`config.mk`:
```
export PLATFORM = sky130hd
export DESIGN_NAME = fp_opexc_detect
export DESIGN_NICKNAME = d
export VERILOG_FILES = /design/src/rtl/fpx_pkg.sv /design/src/rtl/fpx_classify.sv /design/src/rtl/fpx_range.sv /design/src/rtl/fpx_rules.sv /design/src/rtl/fp_opexc_detect.sv
export SDC_FILE = /design/constraint.sdc
export NUM_CORES = 1
export LEC_CHECK = 0
export ABC_AREA = 1
export BUFFER_PORTS_ARGS = -buffer_cell sky130_fd_sc_hd__buf_4
export CAP_MARGIN = 40
export CELL_PAD_IN_SITES_DETAIL_PLACEMENT = 0
export CELL_PAD_IN_SITES_GLOBAL_PLACEMENT = 1
export CORE_AREA = 8 8 77 79
export CTS_CLUSTER_SIZE = 14
export DETAILED_ROUTE_END_ITERATION = 10
export DIE_AREA = 0 0 85 87
export GPL_TIMING_DRIVEN = 0
export PLACE_DENSITY_LB_ADDON = 0.1
export SLEW_MARGIN = 0
export SYNTH_ARGS = -nofsm -noshare
export SYNTH_HDL_FRONTEND = slang
export SYNTH_HIERARCHICAL = 1
export SYNTH_SLANG_ARGS = --single-unit
export TNS_END_PERCENT = 30
```
`constraint.sdc`:
```
create_clock -name clk -period 0.8 [get_ports clk]
set_clock_uncertainty 0.1 [all_clocks]
set_input_delay 0.04 -clock clk [delete_from_list [all_inputs] [get_ports clk]]
set_output_delay 0.04 -clock clk [all_outputs]
set_load 0.1 [all_outputs]
```
`src/rtl/fpx_pkg.sv`:
```
package fpx_pkg;
    localparam int EXP_W  = 8;
    localparam int FRAC_W = 23;
    localparam int WORD_W = 1 + EXP_W + FRAC_W;
    localparam int BIAS   = (1 << (EXP_W - 1)) - 1;

    typedef enum logic [2:0] {
        OP_ADD   = 3'd0,
        OP_SUB   = 3'd1,
        OP_MUL   = 3'd2,
        OP_DIV   = 3'd3,
        OP_SQRT  = 3'd4,
        OP_CVT32 = 3'd5,
        OP_CVT64 = 3'd6,
        OP_RSVD  = 3'd7
    } fp_op_e;

    typedef struct packed {
        logic             neg;
        logic             zero;      // zero, or subnormal flushed by mode
        logic             subn;      // raw subnormal encoding
        logic             inf;
        logic             nan;
        logic             snan;
        logic             frac_zero;
        logic [EXP_W-1:0] exp;
    } fp_class_t;

    typedef struct packed {
        logic invalid;
        logic div0;
        logic subop;
        logic hugeint;
    } fp_flags_t;
endpackage

```
`src/rtl/fpx_classify.sv`:
```
module fpx_classify
    import fpx_pkg::*;
(
    input  logic [WORD_W-1:0] word_i,
    input  logic              flush_i,
    output fp_class_t         cls_o
);
    logic [EXP_W-1:0]  exp_f;
    logic [FRAC_W-1:0] frac_f;
    logic              exp_ones;
    logic              exp_zero;
    logic              frac_nz;

    always_comb begin
        exp_f    = word_i[WORD_W-2 -: EXP_W];
        frac_f   = word_i[FRAC_W-1:0];
        exp_ones = &exp_f;
        exp_zero = ~|exp_f;
        frac_nz  = |frac_f;

        cls_o.neg       = word_i[WORD_W-1];
        cls_o.subn      = exp_zero & frac_nz;
        cls_o.zero      = exp_zero & (~frac_nz | flush_i);
        cls_o.inf       = exp_ones & ~frac_nz;
        cls_o.nan       = exp_ones & frac_nz;
        cls_o.snan      = exp_ones & frac_nz & ~frac_f[FRAC_W-1];
        cls_o.frac_zero = ~frac_nz;
        cls_o.exp       = exp_f;
    end
endmodule

```
`src/rtl/fpx_range.sv`:
```
module fpx_range
    import fpx_pkg::*;
#(
    parameter int INT_W = 32
) (
    input  fp_class_t cls_i,
    output logic      huge_o
);
    // exponent field value of 2^(INT_W-1)
    localparam int LIMIT = BIAS + INT_W - 1;

    logic above;
    logic at_edge;

    always_comb begin
        above   = int'(cls_i.exp) > LIMIT;
        at_edge = int'(cls_i.exp) == LIMIT;
        // exact negative power of two at the edge still fits
        huge_o  = ~cls_i.nan & (above | (at_edge & ~(cls_i.neg & cls_i.frac_zero)));
    end
endmodule

```
`src/rtl/fpx_rules.sv`:
```
module fpx_rules
    import fpx_pkg::*;
(
    input  fp_op_e    op_i,
    input  fp_class_t ca_i,
    input  fp_class_t cb_i,
    input  logic      flush_i,
    input  logic      huge_narrow_i,
    input  logic      huge_wide_i,
    output fp_flags_t flags_o
);
    logic two_op;
    logic snan_seen;
    logic subn_seen;
    logic same_sign;

    always_comb begin
        two_op    = (op_i == OP_ADD) | (op_i == OP_SUB) | (op_i == OP_MUL) | (op_i == OP_DIV);
        snan_seen = ca_i.snan | (two_op & cb_i.snan);
        subn_seen = ~flush_i & (ca_i.subn | (two_op & cb_i.subn));
        same_sign = ~(ca_i.neg ^ cb_i.neg);

        flags_o         = '0;
        flags_o.invalid = snan_seen;
        flags_o.subop   = subn_seen;

        unique case (op_i)
            OP_ADD: flags_o.invalid = snan_seen | (ca_i.inf & cb_i.inf & ~same_sign);
            OP_SUB: flags_o.invalid = snan_seen | (ca_i.inf & cb_i.inf & same_sign);
            OP_MUL: flags_o.invalid = snan_seen | (ca_i.zero & cb_i.inf) | (ca_i.inf & cb_i.zero);
            OP_DIV: begin
                flags_o.invalid = snan_seen | (ca_i.zero & cb_i.zero) | (ca_i.inf & cb_i.inf);
                flags_o.div0    = cb_i.zero & ~ca_i.zero & ~ca_i.inf & ~ca_i.nan;
            end
            OP_SQRT: flags_o.invalid = snan_seen | (ca_i.neg & ~ca_i.zero & ~ca_i.nan);
            OP_CVT32: begin
                flags_o.invalid = ca_i.nan;
                flags_o.hugeint = huge_narrow_i;
            end
            OP_CVT64: begin
                flags_o.invalid = ca_i.nan;
                flags_o.hugeint = huge_wide_i;
            end
            default: flags_o = '0;
        endcase
    end
endmodule

```
`src/rtl/fp_opexc_detect.sv`:
```
module fp_opexc_detect
    import fpx_pkg::*;
#(
    parameter int NARROW_W = 32,
    parameter int WIDE_W   = 64
) (
    input  logic              clk,
    input  logic              rst_n,
    input  logic              in_valid,
    input  logic [2:0]        in_op,
    input  logic [WORD_W-1:0] in_a,
    input  logic [WORD_W-1:0] in_b,
    input  logic              saz_mode,
    output logic              out_valid,
    output logic              out_invalid,
    output logic              out_div0,
    output logic              out_subop,
    output logic              out_hugeint
);
    localparam int N_OPND = 2;

    typedef struct packed {
        logic      valid;
        fp_flags_t flags;
    } stage_t;

    logic [WORD_W-1:0] opnd   [N_OPND];
    fp_class_t         cls    [N_OPND];
    logic              huge_n;
    logic              huge_w;
    fp_flags_t         rule_flags;
    stage_t            st_d;
    stage_t            st_q;

    assign opnd[0] = in_a;
    assign opnd[1] = in_b;

    for (genvar g = 0; g < N_OPND; g++) begin : g_cls
        fpx_classify u_cls (
            .word_i (opnd[g]),
            .flush_i(saz_mode),
            .cls_o  (cls[g])
        );
    end

    fpx_range #(.INT_W(NARROW_W)) u_rng_n (.cls_i(cls[0]), .huge_o(huge_n));
    fpx_range #(.INT_W(WIDE_W))   u_rng_w (.cls_i(cls[0]), .huge_o(huge_w));

    fpx_rules u_rules (
        .op_i         (fp_op_e'(in_op)),
        .ca_i         (cls[0]),
        .cb_i         (cls[1]),
        .flush_i      (saz_mode),
        .huge_narrow_i(huge_n),
        .huge_wide_i  (huge_w),
        .flags_o      (rule_flags)
    );

    always_comb begin
        st_d       = st_q;
        st_d.valid = in_valid;
        st_d.flags = in_valid ? rule_flags : '0;
    end

    always_ff @(posedge clk or negedge rst_n) begin
        if (!rst_n) st_q <= '0;
        else        st_q <= st_d;
    end

    assign out_valid   = st_q.valid;
    assign out_invalid = st_q.flags.invalid;
    assign out_div0    = st_q.flags.div0;
    assign out_subop   = st_q.flags.subop;
    assign out_hugeint = st_q.flags.hugeint;
endmodule

```
# Word level (Yosys, flattened, before mapping)
# Cells that the tools add are included.
[classes] bitwise=56 muxes=5 eq_ne=8 magnitude_cmp=2 reduce_logical=11
[ops] operator="$reduce_or A23 Y1" n=2
[ops] operator="$and A1 B1 Y1" n=29
[ops] operator="$eq A8 B8 Y1 const B" n=2
[ops] operator="$gt A8 B8 Y1 const B" n=2
[ops] operator="$or A1 B1 Y1" n=16
[ops] operator="$reduce_and A8 Y1" n=2
[ops] operator="$reduce_or A8 Y1" n=2
[ops] operator="$not A1 Y1" n=10
[ops] operator="$eq A3 B3 Y1 const B" n=3
[ops] operator="$reduce_or A7 Y1" n=1
[ops] operator="$eq A3 B2 Y1 const B" n=2
[ops] operator="$pmux W1 S6" n=1
[ops] operator="$mux W4" n=1
[ops] operator="$eq A3 B1 Y1 const B" n=1
[ops] operator="$logic_not A3 Y1" n=1
[ops] operator="$logic_not A1 Y1" n=2
[ops] operator="$mux W1" n=2
[ops] operator="$pmux W1 S2" n=1
[ops] operator="$reduce_or A2 Y1" n=1
[ops] operator="$xor A1 B1 Y1" n=1
[totals] input_bits=71 regBits=5 out_inout_bits=5

# Depth between registers and ports, before layout
[depth] depth_word=10 ltp_mapped=14

# By module
# The synthesis kept the hierarchy.
[by_module_without_submodules] mod="fpx_classify" area_per_inst_um2=247.7 seq_area_each_um2=0.0 instances=2 cells_each=49
[by_module_without_submodules] mod="fpx_rules" area_per_inst_um2=224.0 seq_area_each_um2=0.0 instances=1 cells_each=49
[by_module_without_submodules] mod="fp_opexc_detect" area_per_inst_um2=155.1 seq_area_each_um2=125.1 instances=1 cells_each=13
[by_module_without_submodules] mod="fpx_range at u_rng_w" area_per_inst_um2=60.1 seq_area_each_um2=0.0 instances=1 cells_each=12
[by_module_without_submodules] mod="fpx_range at u_rng_n" area_per_inst_um2=55.1 seq_area_each_um2=0.0 instances=1 cells_each=12

# Worst setup path after synthesis
# Ideal clock, no wire load.
[synth_path] path_kind="input to register" start="input port in_b[9]" end="register st_q, in the netlist out_invalid" slack_ns=-0.411 setup_time_ns=0.113 t_required_ns=0.587 path_buffers=0 path_stages=14 arrival_ns=0.999 cell_sequence="nor2_1 -> nand2_1 -> nor2_4 -> nand3_2 -> nand2_1 -> nor2_1 -> nor2_1 -> nor2_1 -> a21oi_1 -> nand2_1 -> nor2_1 -> nand2_1 -> nand2_1 -> inv_1"
[synth_lines] element="from (decl)" line_no="fp_opexc_detect.sv:12" text="input logic [WORD_W-1:0] in_b,"
[synth_lines] element="to (signal assigned)" line_no="fp_opexc_detect.sv:67" text="else st_q <= st_d;"
[synth_lines] element="to (decl)" line_no="fp_opexc_detect.sv:33" text="stage_t st_q;"

==> run summary <==
The flow ran to the end, but the final reports show violations. The checks that failed: negative hold slack, negative setup slack. For the synthesized netlist net count, the log shows 246. The total area inside the core boundary comes to 4850 sq um.

Net switching is 28.8% of the power. Combinational logic is responsible for 47.5% of the overall power. The area enclosed by the die boundary was 7400 sq um; the final setup slack of the worst path was -0.470 ns. After detailed routing, the average wire length per cell comes to 11.1 um. The summed instance area of the synthesized netlist is 926 sq um, and the share of the cycle needed by the critical path after routing is 159%. The nature of the critical path startpoint was an input pin.

Measured against its own limit, the worst slew margin works out to 78.0%. The leakage power of the design was 0.000956 uW. At the end of the flow, the number of nets in the layout was 326. Detailed placement finished with a half-perimeter wire length of 2.94 mm. The mean instance size in the synthesized netlist came out at 5.29 sq um.

The floorplan step set the die height to 87 um. The transition time of the tightest slew-check pin was 0.327 ns; the violation count after the first detailed-route iteration was 7. The number of hold buffers added after cts is 1, and the number of buffers inserted during clock tree synthesis is 3. Counting tap cells, the placed design contains a total of 303 instances.

The clock transition time at the flip-flop clock pins of the worst setup and hold paths works out to 0.03 ns. TritonCTS built the clock tree. After detailed routing, the total wire length is 3.46 mm.

In the routed layout, each cell is associated on average with a via count of 4.15. The leftover overflow at the end of global routing came out at 0. In this run the remaining antenna-violating nets after routing total 0. In this run the worst path has a maximum fanout of 4. Number of cells traversed by the worst hold path: 1. The kind of capture point of the worst setup path was a register. The count of non-filler cells in the finished layout is 310. Detailed routing inserted a total of 1286 vias. The number of antenna diodes in the final layout is 0. The final period demand of the worst path is 1.27 ns. For this run, the total global-route usage over all layers was measured as 8.78%. The final RePlAce weighted congestion was 0.715; the share of final-layout standard cells stronger than drive strength 1 was 57.1%. The tools report the total clock sinks as 5. The internal portion of the total power is 978 uW. The run gives 1 as the H-tree depth reported by CTS. The run gives 396 uW as the switching component of the power. The post-placement setup slack came out at -0.767 ns. The proportion of power drawn by the clock network is 33.3%, and the width of the die is 85 um.

At the worst endpoint, the arrival time is 1.28 ns. The worst hold path begins at in_valid. In this run the deepest clock path goes through 2 buffers. Setup violations remaining at the end of the flow were counted as 9. The relative contribution of sequential cells to total power came out at 19.1%. The floorplan has 26 rows. Worst supply voltage drop on vdd: 0.375 mV. Max-cap violations in this run came to 0.

The worst hold-check slack is -0.129 ns, and the data required time of the critical path is 0.81 ns. The tree is rooted in a sky130_fd_sc_hd__clkbuf_8. Setup repair after global routing could not meet its margin everywhere. The path type of the worst setup path was in -> reg.

Classification of the worst-slack hold path: in -> reg. The total of buffers placed on input and output ports is 72. The power density over the cells came out at 724 nW/um^2.

The logs give 0 for the number of pins with negative max-slew slack in the final report and 0 for the final routed DRC violation total. 76 I/O pins were placed. The number of warnings reported in the yosys synthesis log is 6, and the highest clock rate is 787 MHz. The number of optimization iterations in the first detailed-route pass came out at 4.

The first global-routing pass estimated 5.45 mm of wire. The path with the worst hold slack has its endpoint at out_valid. Via count of the first global-routing pass: 1327. The count of endpoints failing hold in the final timing report was 5; the final standard cell utilization of the core was 39.2%. The number of antenna violations at the first check in global routing was 0; the signed area change from the synthesized netlist to the final layout was 105%.

For this configuration, the core starts out at a cell density of 19.1%. Entering global routing, the biggest net connects 9 pins. Synthesis produced a netlist whose cell count is 175.
==> repair_timing <==
item	4_1_cts	5_1_grt
pin swaps	8	40
setup endpoints to repair	9	9
hold endpoints to repair	10	5
buffers inserted	1	1
resized for setup	28	54
==> through the flow <==
stage / power (uW) / hold slack [ns] / cell area [sq um] / TNS (ns)
after global placement: 804 / -0.258 / 1540 / -2.56
after global routing: 1460 / -0.131 / 1900 / -2.65
after detailed placement: 806 / -0.258 / 1540 / -2.55
after floorplan: 488 / -0.356 / 930 / -2.37
final: 1370 / -0.129 / 1900 / -2.00
after CTS: 1310 / -0.133 / 1700 / -1.96
==> state kept, by name, summed over array words and instances (netlist names) <==
register and count:
out_div0 1, out_subop 1, out_valid 1, out_invalid 1, out_hugeint 1
==> placed cells by master, fill, tap and decap left out <==
cell type,count
sky130_fd_sc_hd__buf_6,24
sky130_fd_sc_hd__and2_1,1
sky130_fd_sc_hd__a311oi_1,1
sky130_fd_sc_hd__dlygate4sd3_1,1
sky130_fd_sc_hd__nand2_1,39
sky130_fd_sc_hd__nor2_4,15
sky130_fd_sc_hd__nand3b_1,1
sky130_fd_sc_hd__nand2_4,1
sky130_fd_sc_hd__nor2_1,22
sky130_fd_sc_hd__inv_2,8
sky130_fd_sc_hd__clkbuf_1,1
sky130_fd_sc_hd__buf_4,57
sky130_fd_sc_hd__inv_1,21
sky130_fd_sc_hd__a21oi_2,5
sky130_fd_sc_hd__nor4_2,1
sky130_fd_sc_hd__nand3_1,9
sky130_fd_sc_hd__nand2_2,7
sky130_fd_sc_hd__buf_8,4
sky130_fd_sc_hd__and2_4,1
sky130_fd_sc_hd__nand3_4,2
sky130_fd_sc_hd__a21oi_1,2
sky130_fd_sc_hd__nand3_2,2
sky130_fd_sc_hd__dfrtp_1,5
sky130_fd_sc_hd__nand4_1,6
sky130_fd_sc_hd__clkbuf_8,3
sky130_fd_sc_hd__nor2_2,15
==> cell type report <==
type | count | area (sq um)
multi-input combinational | 130 | 782
buffer | 11 | 82.6
sequential | 5 | 125
clock buffer | 4 | 45.0
tap | 56 | 70.1
fill | 548 | 2950
inverter | 29 | 109
timing repair buffer | 75 | 686
==> worst max-delay path: stages <==
cell and delay (ns):
sky130_fd_sc_hd__buf_4 0.11, sky130_fd_sc_hd__nor2_1 0.10, sky130_fd_sc_hd__nand2_1 0.10, sky130_fd_sc_hd__nor2_4 0.11, sky130_fd_sc_hd__nand3_4 0.10, sky130_fd_sc_hd__nand2_2 0.10
sky130_fd_sc_hd__nor2_4 0.04, sky130_fd_sc_hd__nor2_2 0.07, sky130_fd_sc_hd__nor2_1 0.05, sky130_fd_sc_hd__a21oi_1 0.12, sky130_fd_sc_hd__nand2_1 0.07, sky130_fd_sc_hd__nor2_1 0.13
sky130_fd_sc_hd__nand2_1 0.07, sky130_fd_sc_hd__nand2_1 0.05, sky130_fd_sc_hd__inv_1 0.03
==> power groups by stage <==
| stage | clock network [uW] | registers (uW) | logic, uW |
|---|---|---|---|
| detailed placement | 0 | 264 | 542 |
| global route | 485 | 263 | 717 |
| CTS | 473 | 263 | 570 |
| global placement | 0 | 264 | 540 |
| floorplan | 0 | 305 | 183 |
| finish | 458 | 263 | 653 |
==> per-layer routing <==
layer	track usage (%)	share of wire, %	vias to the layer above
li1	-	-	684
met1	9.13	38	561
met2	16.4	54	41
met3	2.83	8.5	0
met4	2.43	0	0
met5	0	0	-
==> worst max-delay path by stage <==
stage | end | cells after the start | start | slack [ns]
floorplan | out_invalid | 14 | in_a[9] | -0.41
global placement | out_invalid | 14 | in_a[15] | -0.79
detailed placement | out_invalid | 14 | in_a[15] | -0.77
CTS | out_invalid | 15 | in_b[13] | -0.48
global route | out_invalid | 15 | in_a[17] | -0.62
finish | out_invalid | 15 | in_b[9] | -0.47
Note: power is estimated with default switching activity, not from simulation.
